$ cat config.mk
export PLATFORM = sky130hd
export DESIGN_NAME = gpio_port_regs
export DESIGN_NICKNAME = d
export VERILOG_FILES = /design/src/rtl/gpio_pkg.sv /design/src/rtl/gpio_alias_reg.sv /design/src/rtl/gpio_sync.sv /design/src/rtl/gpio_pin_mux.sv /design/src/rtl/gpio_port_regs.sv
export SDC_FILE = /design/constraint.sdc
export NUM_CORES = 1
export LEC_CHECK = 0
export ABC_CLOCK_PERIOD_IN_PS = 2200
export BUFFER_PORTS_ARGS = -buffer_cell sky130_fd_sc_hd__buf_2
export CAP_MARGIN = 20
export CELL_PAD_IN_SITES_DETAIL_PLACEMENT = 0
export CELL_PAD_IN_SITES_GLOBAL_PLACEMENT = 1
export CORE_AREA = 2 2 342 344
export DETAILED_ROUTE_END_ITERATION = 10
export DIE_AREA = 0 0 344 346
export GPL_ROUTABILITY_DRIVEN = 0
export PLACE_DENSITY_LB_ADDON = 0.2
export SETUP_SLACK_MARGIN = 0.4
export SYNTH_ARGS = -nofsm -noshare
export SYNTH_HDL_FRONTEND = slang
export SYNTH_HIERARCHICAL = 1
export SYNTH_SLANG_ARGS = --single-unit
$ cat constraint.sdc
create_clock -name clk_i -period 2.2 [get_ports clk_i]
set_input_delay 0.55 -clock clk_i [delete_from_list [all_inputs] [get_ports clk_i]]
set_output_delay 0.55 -clock clk_i [all_outputs]
set_load 0.005 [all_outputs]
$ cat src/rtl/gpio_pkg.sv
package gpio_pkg;
  localparam int NUM_PINS  = 32;
  localparam int NUM_FUNC  = 8;
  localparam int FSEL_W    = $clog2(NUM_FUNC);
  localparam int IDX_W     = 4;
  localparam int ADDR_W    = IDX_W + 2;
  localparam int NUM_CFG   = 8;

  typedef enum logic [1:0] {
    OP_VIEW = 2'd0,
    OP_SET  = 2'd1,
    OP_CLR  = 2'd2,
    OP_TGL  = 2'd3
  } alias_op_e;

  localparam int IDX_OWN  = 0;
  localparam int IDX_DRV  = 1;
  localparam int IDX_VAL  = 2;
  localparam int IDX_FS0  = 3;
  localparam int IDX_PU   = 6;
  localparam int IDX_PD   = 7;
  localparam int IDX_LVL  = 8;
  localparam int IDX_ODLV = 9;
endpackage

$ cat src/rtl/gpio_alias_reg.sv
module gpio_alias_reg
  import gpio_pkg::*;
#(
  parameter int W = 32
) (
  input  logic         clk_i,
  input  logic         rst_ni,
  input  logic         wr_i,
  input  alias_op_e    op_i,
  input  logic [W-1:0] wdata_i,
  output logic [W-1:0] q_o
);
  always_ff @(posedge clk_i or negedge rst_ni) begin
    if (!rst_ni) q_o <= '0;
    else if (wr_i) begin
      unique case (op_i)
        OP_SET:  q_o <= q_o | wdata_i;
        OP_CLR:  q_o <= q_o & ~wdata_i;
        OP_TGL:  q_o <= q_o ^ wdata_i;
        default: q_o <= q_o;
      endcase
    end
  end

  assert_set_hits_mask_R2: assert property (@(posedge clk_i) disable iff (!rst_ni)
    (wr_i && op_i == OP_SET) |=> ((q_o & $past(wdata_i)) == $past(wdata_i)));
  assert_clr_hits_mask_R3: assert property (@(posedge clk_i) disable iff (!rst_ni)
    (wr_i && op_i == OP_CLR) |=> ((q_o & $past(wdata_i)) == '0));
  assert_unmasked_kept_R4: assert property (@(posedge clk_i) disable iff (!rst_ni)
    wr_i |=> ((q_o & ~$past(wdata_i)) == ($past(q_o) & ~$past(wdata_i))));
  assert_view_write_inert_R5: assert property (@(posedge clk_i) disable iff (!rst_ni)
    (wr_i && op_i == OP_VIEW) |=> $stable(q_o));
  assert_idle_hold_R5: assert property (@(posedge clk_i) disable iff (!rst_ni)
    !wr_i |=> $stable(q_o));
endmodule

$ cat src/rtl/gpio_sync.sv
module gpio_sync #(
  parameter int W = 32
) (
  input  logic         clk_i,
  input  logic         rst_ni,
  input  logic [W-1:0] d_i,
  output logic [W-1:0] q_o
);
  logic [W-1:0] meta_q;
  logic [1:0]   fill_q;

  always_ff @(posedge clk_i or negedge rst_ni) begin
    if (!rst_ni) begin
      meta_q <= '0;
      q_o    <= '0;
    end else begin
      meta_q <= d_i;
      q_o    <= meta_q;
    end
  end

  always_ff @(posedge clk_i or negedge rst_ni) begin
    if (!rst_ni)             fill_q <= '0;
    else if (fill_q != 2'd3) fill_q <= fill_q + 2'd1;
  end

  assert_two_stage_delay_R11: assert property (@(posedge clk_i) disable iff (!rst_ni)
    (fill_q == 2'd3) |-> (q_o == $past(d_i, 2)));
endmodule

$ cat src/rtl/gpio_pin_mux.sv
module gpio_pin_mux
  import gpio_pkg::*;
#(
  parameter int N  = 32,
  parameter int NF = 8,
  localparam int FW = $clog2(NF)
) (
  input  logic [N-1:0]    own_i,
  input  logic [N-1:0]    drv_i,
  input  logic [N-1:0]    val_i,
  input  logic [N-1:0]    fs_i [FW],
  input  logic [NF*N-1:0] periph_out_i,
  input  logic [NF*N-1:0] periph_oe_i,
  output logic [N-1:0]    pad_o,
  output logic [N-1:0]    pad_oe_o,
  output logic [FW*N-1:0] func_sel_o
);
  for (genvar p = 0; p < N; p++) begin : g_pin
    logic [FW-1:0] fsel;
    logic [NF-1:0] fout, foe;
    for (genvar b = 0; b < FW; b++) begin : g_bit
      assign fsel[b] = fs_i[b][p];
    end
    for (genvar f = 0; f < NF; f++) begin : g_fn
      assign fout[f] = periph_out_i[f*N+p];
      assign foe[f]  = periph_oe_i[f*N+p];
    end
    assign func_sel_o[p*FW +: FW] = fsel;
    assign pad_o[p]    = own_i[p] ? val_i[p] : fout[fsel];
    assign pad_oe_o[p] = own_i[p] ? drv_i[p] : foe[fsel];
  end
endmodule

$ cat src/rtl/gpio_port_regs.sv
module gpio_port_regs
  import gpio_pkg::*;
#(
  parameter int N  = gpio_pkg::NUM_PINS,
  parameter int NF = gpio_pkg::NUM_FUNC,
  localparam int FW = $clog2(NF),
  localparam int AW = gpio_pkg::ADDR_W
) (
  input  logic            clk_i,
  input  logic            rst_ni,
  input  logic            wr_en_i,
  input  logic [AW-1:0]   addr_i,
  input  logic [N-1:0]    wdata_i,
  output logic [N-1:0]    rdata_o,
  input  logic [N-1:0]    pin_i,
  input  logic [NF*N-1:0] periph_out_i,
  input  logic [NF*N-1:0] periph_oe_i,
  output logic [N-1:0]    pad_o,
  output logic [N-1:0]    pad_oe_o,
  output logic [FW*N-1:0] func_sel_o,
  output logic [N-1:0]    pull_up_o,
  output logic [N-1:0]    pull_dn_o,
  output logic [N-1:0]    keeper_o
);
  logic [IDX_W-1:0] idx;
  alias_op_e        op;
  logic [N-1:0]     cfg_q [NUM_CFG];
  logic [N-1:0]     fs_q  [FW];
  logic [N-1:0]     lvl_q;

  assign idx = addr_i[AW-1:2];
  assign op  = alias_op_e'(addr_i[1:0]);

  for (genvar r = 0; r < NUM_CFG; r++) begin : g_cfg
    gpio_alias_reg #(.W(N)) u_reg (
      .clk_i, .rst_ni,
      .wr_i   (wr_en_i && (idx == IDX_W'(r))),
      .op_i   (op),
      .wdata_i,
      .q_o    (cfg_q[r])
    );
  end

  for (genvar b = 0; b < FW; b++) begin : g_fs
    assign fs_q[b] = cfg_q[IDX_FS0+b];
  end

  gpio_sync #(.W(N)) u_sync (.clk_i, .rst_ni, .d_i(pin_i), .q_o(lvl_q));

  gpio_pin_mux #(.N(N), .NF(NF)) u_mux (
    .own_i(cfg_q[IDX_OWN]), .drv_i(cfg_q[IDX_DRV]), .val_i(cfg_q[IDX_VAL]),
    .fs_i(fs_q), .periph_out_i, .periph_oe_i,
    .pad_o, .pad_oe_o, .func_sel_o
  );

  assign pull_up_o = cfg_q[IDX_PU] & ~cfg_q[IDX_PD];
  assign pull_dn_o = cfg_q[IDX_PD] & ~cfg_q[IDX_PU];
  assign keeper_o  = cfg_q[IDX_PU] &  cfg_q[IDX_PD];

  always_comb begin
    rdata_o = '0;
    if (idx < IDX_W'(NUM_CFG))       rdata_o = cfg_q[idx[$clog2(NUM_CFG)-1:0]];
    else if (idx == IDX_W'(IDX_LVL))  rdata_o = lvl_q;
    else if (idx == IDX_W'(IDX_ODLV)) rdata_o = ~cfg_q[IDX_DRV];
  end

  assert_pull_modes_exclusive_R10: assert property (@(posedge clk_i) disable iff (!rst_ni)
    ((pull_up_o & pull_dn_o) | (pull_up_o & keeper_o) | (pull_dn_o & keeper_o)) == '0);
  assert_od_view_R12: assert property (@(posedge clk_i) disable iff (!rst_ni)
    (addr_i[AW-1:2] == IDX_W'(IDX_ODLV)) |-> ((rdata_o ^ pad_oe_o) & cfg_q[IDX_OWN]) == cfg_q[IDX_OWN]);
  assert_reset_quiet_R1: assert property (@(posedge clk_i)
    $rose(rst_ni) |-> (pad_oe_o == '0 && keeper_o == '0));
endmodule

==> impl_metrics.csv <==
group,metric,value,unit
timing,relSlewSlack,0.606,
global_routing,grt_pass1_vias,31600,
synthesis,synth-main-ff-cell,"dfrtp_1",
power_and_ir_drop,p_leak,24.2,nW
synthesis,synth_area_leaders,"dfrtp_1 23%, ha_1 19%, mux2i_1 18%, mux4_2 6.0%, inv_1 5.9%",
run_status,violations,"negative setup slack",
worst_setup_path,cp_slowest_cell,"mux4_2",
finish,fin_nets,5737,
worst_setup_path,slowest_delay,510,ps
drt,routed_via_density,5.09,
timing,hold_viol_final,0,
floorplanning,row_count,125,
finish,instances_no_fill,6210,
synthesis,syn_area_per_cell,9.87,um^2
drt,drtPass1Iterations,5,
timing,fin_worst_skew,6.68,ps
timing,slew_violations,0,
clock_network,cts_sinks,320,
worst_setup_path,cp_common_cell,"buf_6",
worst_setup_path,cp.arrival,2400,ps
worst_setup_path,worst-path-max-fanout,3,
floorplanning,die_x,344,um
global_routing,grt.overflow.total,0,
worst_setup_path,end_kind,"output pin",
finish,drive_gt1_frac,0.429,
placed_design,port_buffers,872,
timing,tightestPinTransition,591,ps
drt,postRouteAntennaNets,0,
power_and_ir_drop,power.switching,12.2,mW
placed_design,dp_hpwl,139000,um
drt,finalWirelength,174000,um
timing,setup_violations,97,
timing,whs,44.6,ps
global_routing,grt_usage,0.284,
clock_network,cts_tree,"built",
worst_setup_path,path_buf_inv,4,
finish,syn2layout_area_growth,39.1,%
floorplanning,initial_core_util,0.298,
synthesis,ys_seq_area_frac,0.233,
clock_network,clk_path_buf_depth,3,
synthesis,ys_ff_latch,320,
worst_setup_path,path_cells,"buf_12 -> mux2i_1 -> buf_4 -> mux4_2 -> o21ai_2 -> buf_6 -> buf_6",
timing,rsz0062_at_grt,"yes",
power_and_ir_drop,power_frac_comb,0.490,
synthesis,synth_edf_count,0,
worst_setup_path,critPathLaunch,"g_cfg[3].u_reg/q_o[31]$_DFFE_PN0P_",
power_and_ir_drop,power_density,662,mW/mm^2
finish,seq_area,0.00814,mm^2
drt,drc,0,
worst_setup_path,reg2reg_from,"g_cfg[3].u_reg/q_o[26]$_DFFE_PN0P_",
timing,maxClockFrequency,338,MHz
floorplanning,io_pins,873,
finish,fin_area,0.0478,mm^2
power_and_ir_drop,internal_power,19.5,mW
job,maxCapViolations,0,
power_and_ir_drop,switching_share,0.385,
global_routing,grt_max_degree,53,
worst_setup_path,start_kind,"flop",
finish,nFillCells,11400,
clock_network,clk_pin_slew_worst_paths,60,ps
floorplanning,fp.dieH,346,um
synthesis,synth_area,0.0344,mm^2
synthesis,async_flop_share,1.00,
clock_network,clock_latency,610,ps
clock_network,cts_inserted_buffers,46,
power_and_ir_drop,clock_power_share,0.246,
drt,vias,31600,
run_status,status,"finished with violations",
hold_path,worstHoldStart,"pin_i[19]",
global_routing,antenna_found_initial,37,
synthesis,synth_nets,4578,
synthesis,synth_top_area_frac,0.233,
worst_setup_path,worstSetupPathType,"flop to output pin",
power_and_ir_drop,irDropWorstVdd,0.000614,V
finish,multi_input_area,0.0226,mm^2
power_and_ir_drop,seqPwrFrac,0.263,
synthesis,syn_inst,3481,
clock_network,root_buffer,"clkbuf_16",
worst_setup_path,required,1650,ps
clock_network,ctsHtreeMaxLevel,2,
synthesis,yosys.area.top_type,"dfrtp_1",
timing,finalCritPeriodShare,1.34,
timing,finalCriticalPeriod,2950,ps
worst_setup_path,critPathTopFamily,"multiplexers",
placed_design,dp_cells,6010,
placed_design,place_area,0.0435,mm^2
synthesis,synth_cell_types,30,
timing,finalWorstSetupSlack,-754,ps
floorplanning,die-area,0.119,mm^2
drt,routedWlPerCell,28.0,um
timing,tns,-49050,ps
floorplanning,core_area,0.115,mm^2
global_routing,grt_pass1_wl,239000,um
hold_path,hp-class,"input port to flop",
drt,drt_iter0_drc,1944,
synthesis,yosysWarningCount,6,
power_and_ir_drop,finalPower,31.7,mW
-- cells in the final DEF (no fill, tap or decap), types with 31 or more instances in the layout --
cell type / netlist / layout
nor2b_4: 8 / 33
clkbuf_16: 0 / 50
a31oi_1: 112 / 112
nand2_1: 178 / 176
a221o_1: 32 / 31
dfrtp_1: 320 / 217
o21ai_2: 0 / 55
ha_1: 512 / 512
buf_4: 131 / 316
buf_6: 83 / 197
nor2b_1: 64 / 39
a32oi_1: 144 / 144
mux2i_1: 608 / 578
o21a_1: 152 / 152
o221a_2: 112 / 112
buf_2: 77 / 781
buf_12: 0 / 127
mux4_2: 92 / 96
dfrtp_2: 0 / 102
inv_1: 544 / 544
nor2_1: 119 / 112
-- power groups by stage --
stage                     Clock, mW  Sequential (mW)  Combinational [mW]
after floorplan                   0             8.13                6.97
after global placement            0             8.40                13.5
after detailed placement          0             8.41                13.8
after CTS                      7.99             8.34                15.3
after global routing           8.23             8.42                16.8
final                          7.80             8.33                15.5
-- cell type report --
class,instances,area share
diodes,15,0.000785
flip-flops and latches,320,0.170
clock buffers,72,0.0306
repair buffers,1447,0.241
multi-input cells,2281,0.474
well taps,1524,0.0399
inverters,544,0.0427
clock inverters,7,0.00126
-- cell families after synthesis --
group / count (synthesis) / share of synthesized area
adders and majority gates: 512 / 0.186
AOI/OAI and AO/OA: 648 / 0.151
buffers and inverters: 880 / 0.132
DFF: 320 / 0.233
muxes: 704 / 0.240
and+or+nand+nor: 417 / 0.0567
-- timing repair --
action	in CTS	in global routing
resized for setup	395	97
hold buffers	1	0
endpoints found under the setup margin	288	335
hold endpoints to repair	17	0
setup buffers	78	21
cloned	5	1
pin swaps	31	28
-- sequential cells by signal, indices dropped and copies added, names as in the netlist --
signal           flops
g_cfg.u_reg/q_o    256
u_sync/meta_q       32
u_sync/q_o          32
-- synthesized netlist by cell type, types with 77 or more instances --
library cell  count
a32oi_1         144
o221a_2         112
dfrtp_1         320
nand2_1         178
mux2i_1         608
nor2_1          119
buf_6            83
inv_1           544
buf_2            77
mux4_2           92
a31oi_1         112
buf_4           131
o21a_1          152
ha_1            512
-- per-stage QoR --
step            util  setup WS [ps]
2_1_floorplan      -           40.0
3_3_place_gp   0.377           -561
3_5_place_dp   0.377           -551
4_1_cts        0.409           -824
5_1_grt        0.414           -790
6_report       0.414           -754
-- routing by layer --
| layer | GRT usage | wire, um | vias to the layer above |
|---|---|---|---|
| met1 | 0.313 | 64300 | 15600 |
| met2 | 0.518 | 89600 | 1103 |
| met5 | 0 | 86 | - |
| met3 | 0.0433 | 8980 | 274 |
| li1 | - | - | 14600 |
| met4 | 0.153 | 10600 | 12 |
-- worst paths after layout --
check | cells past startpoint | slack, ps | to
max in group asynchronous | 3 | 840 | g_cfg[6].u_reg/q_o[14]$_DFFE_PN0P_
min in group asynchronous | 2 | 420 | g_cfg[6].u_reg/q_o[9]$_DFFE_PN0P_
worst min-delay path | 1 | 40 | u_sync/meta_q[19]$_DFF_PN0_
worst min register to register | 0 | 340 | u_sync/q_o[25]$_DFF_PN0_
worst max register to register | 10 | 440 | g_cfg[3].u_reg/q_o[26]$_DFFE_PN0P_
worst max-delay path | 7 | -750 | pad_o[31]
Note: power is estimated with default switching activity, not from simulation.
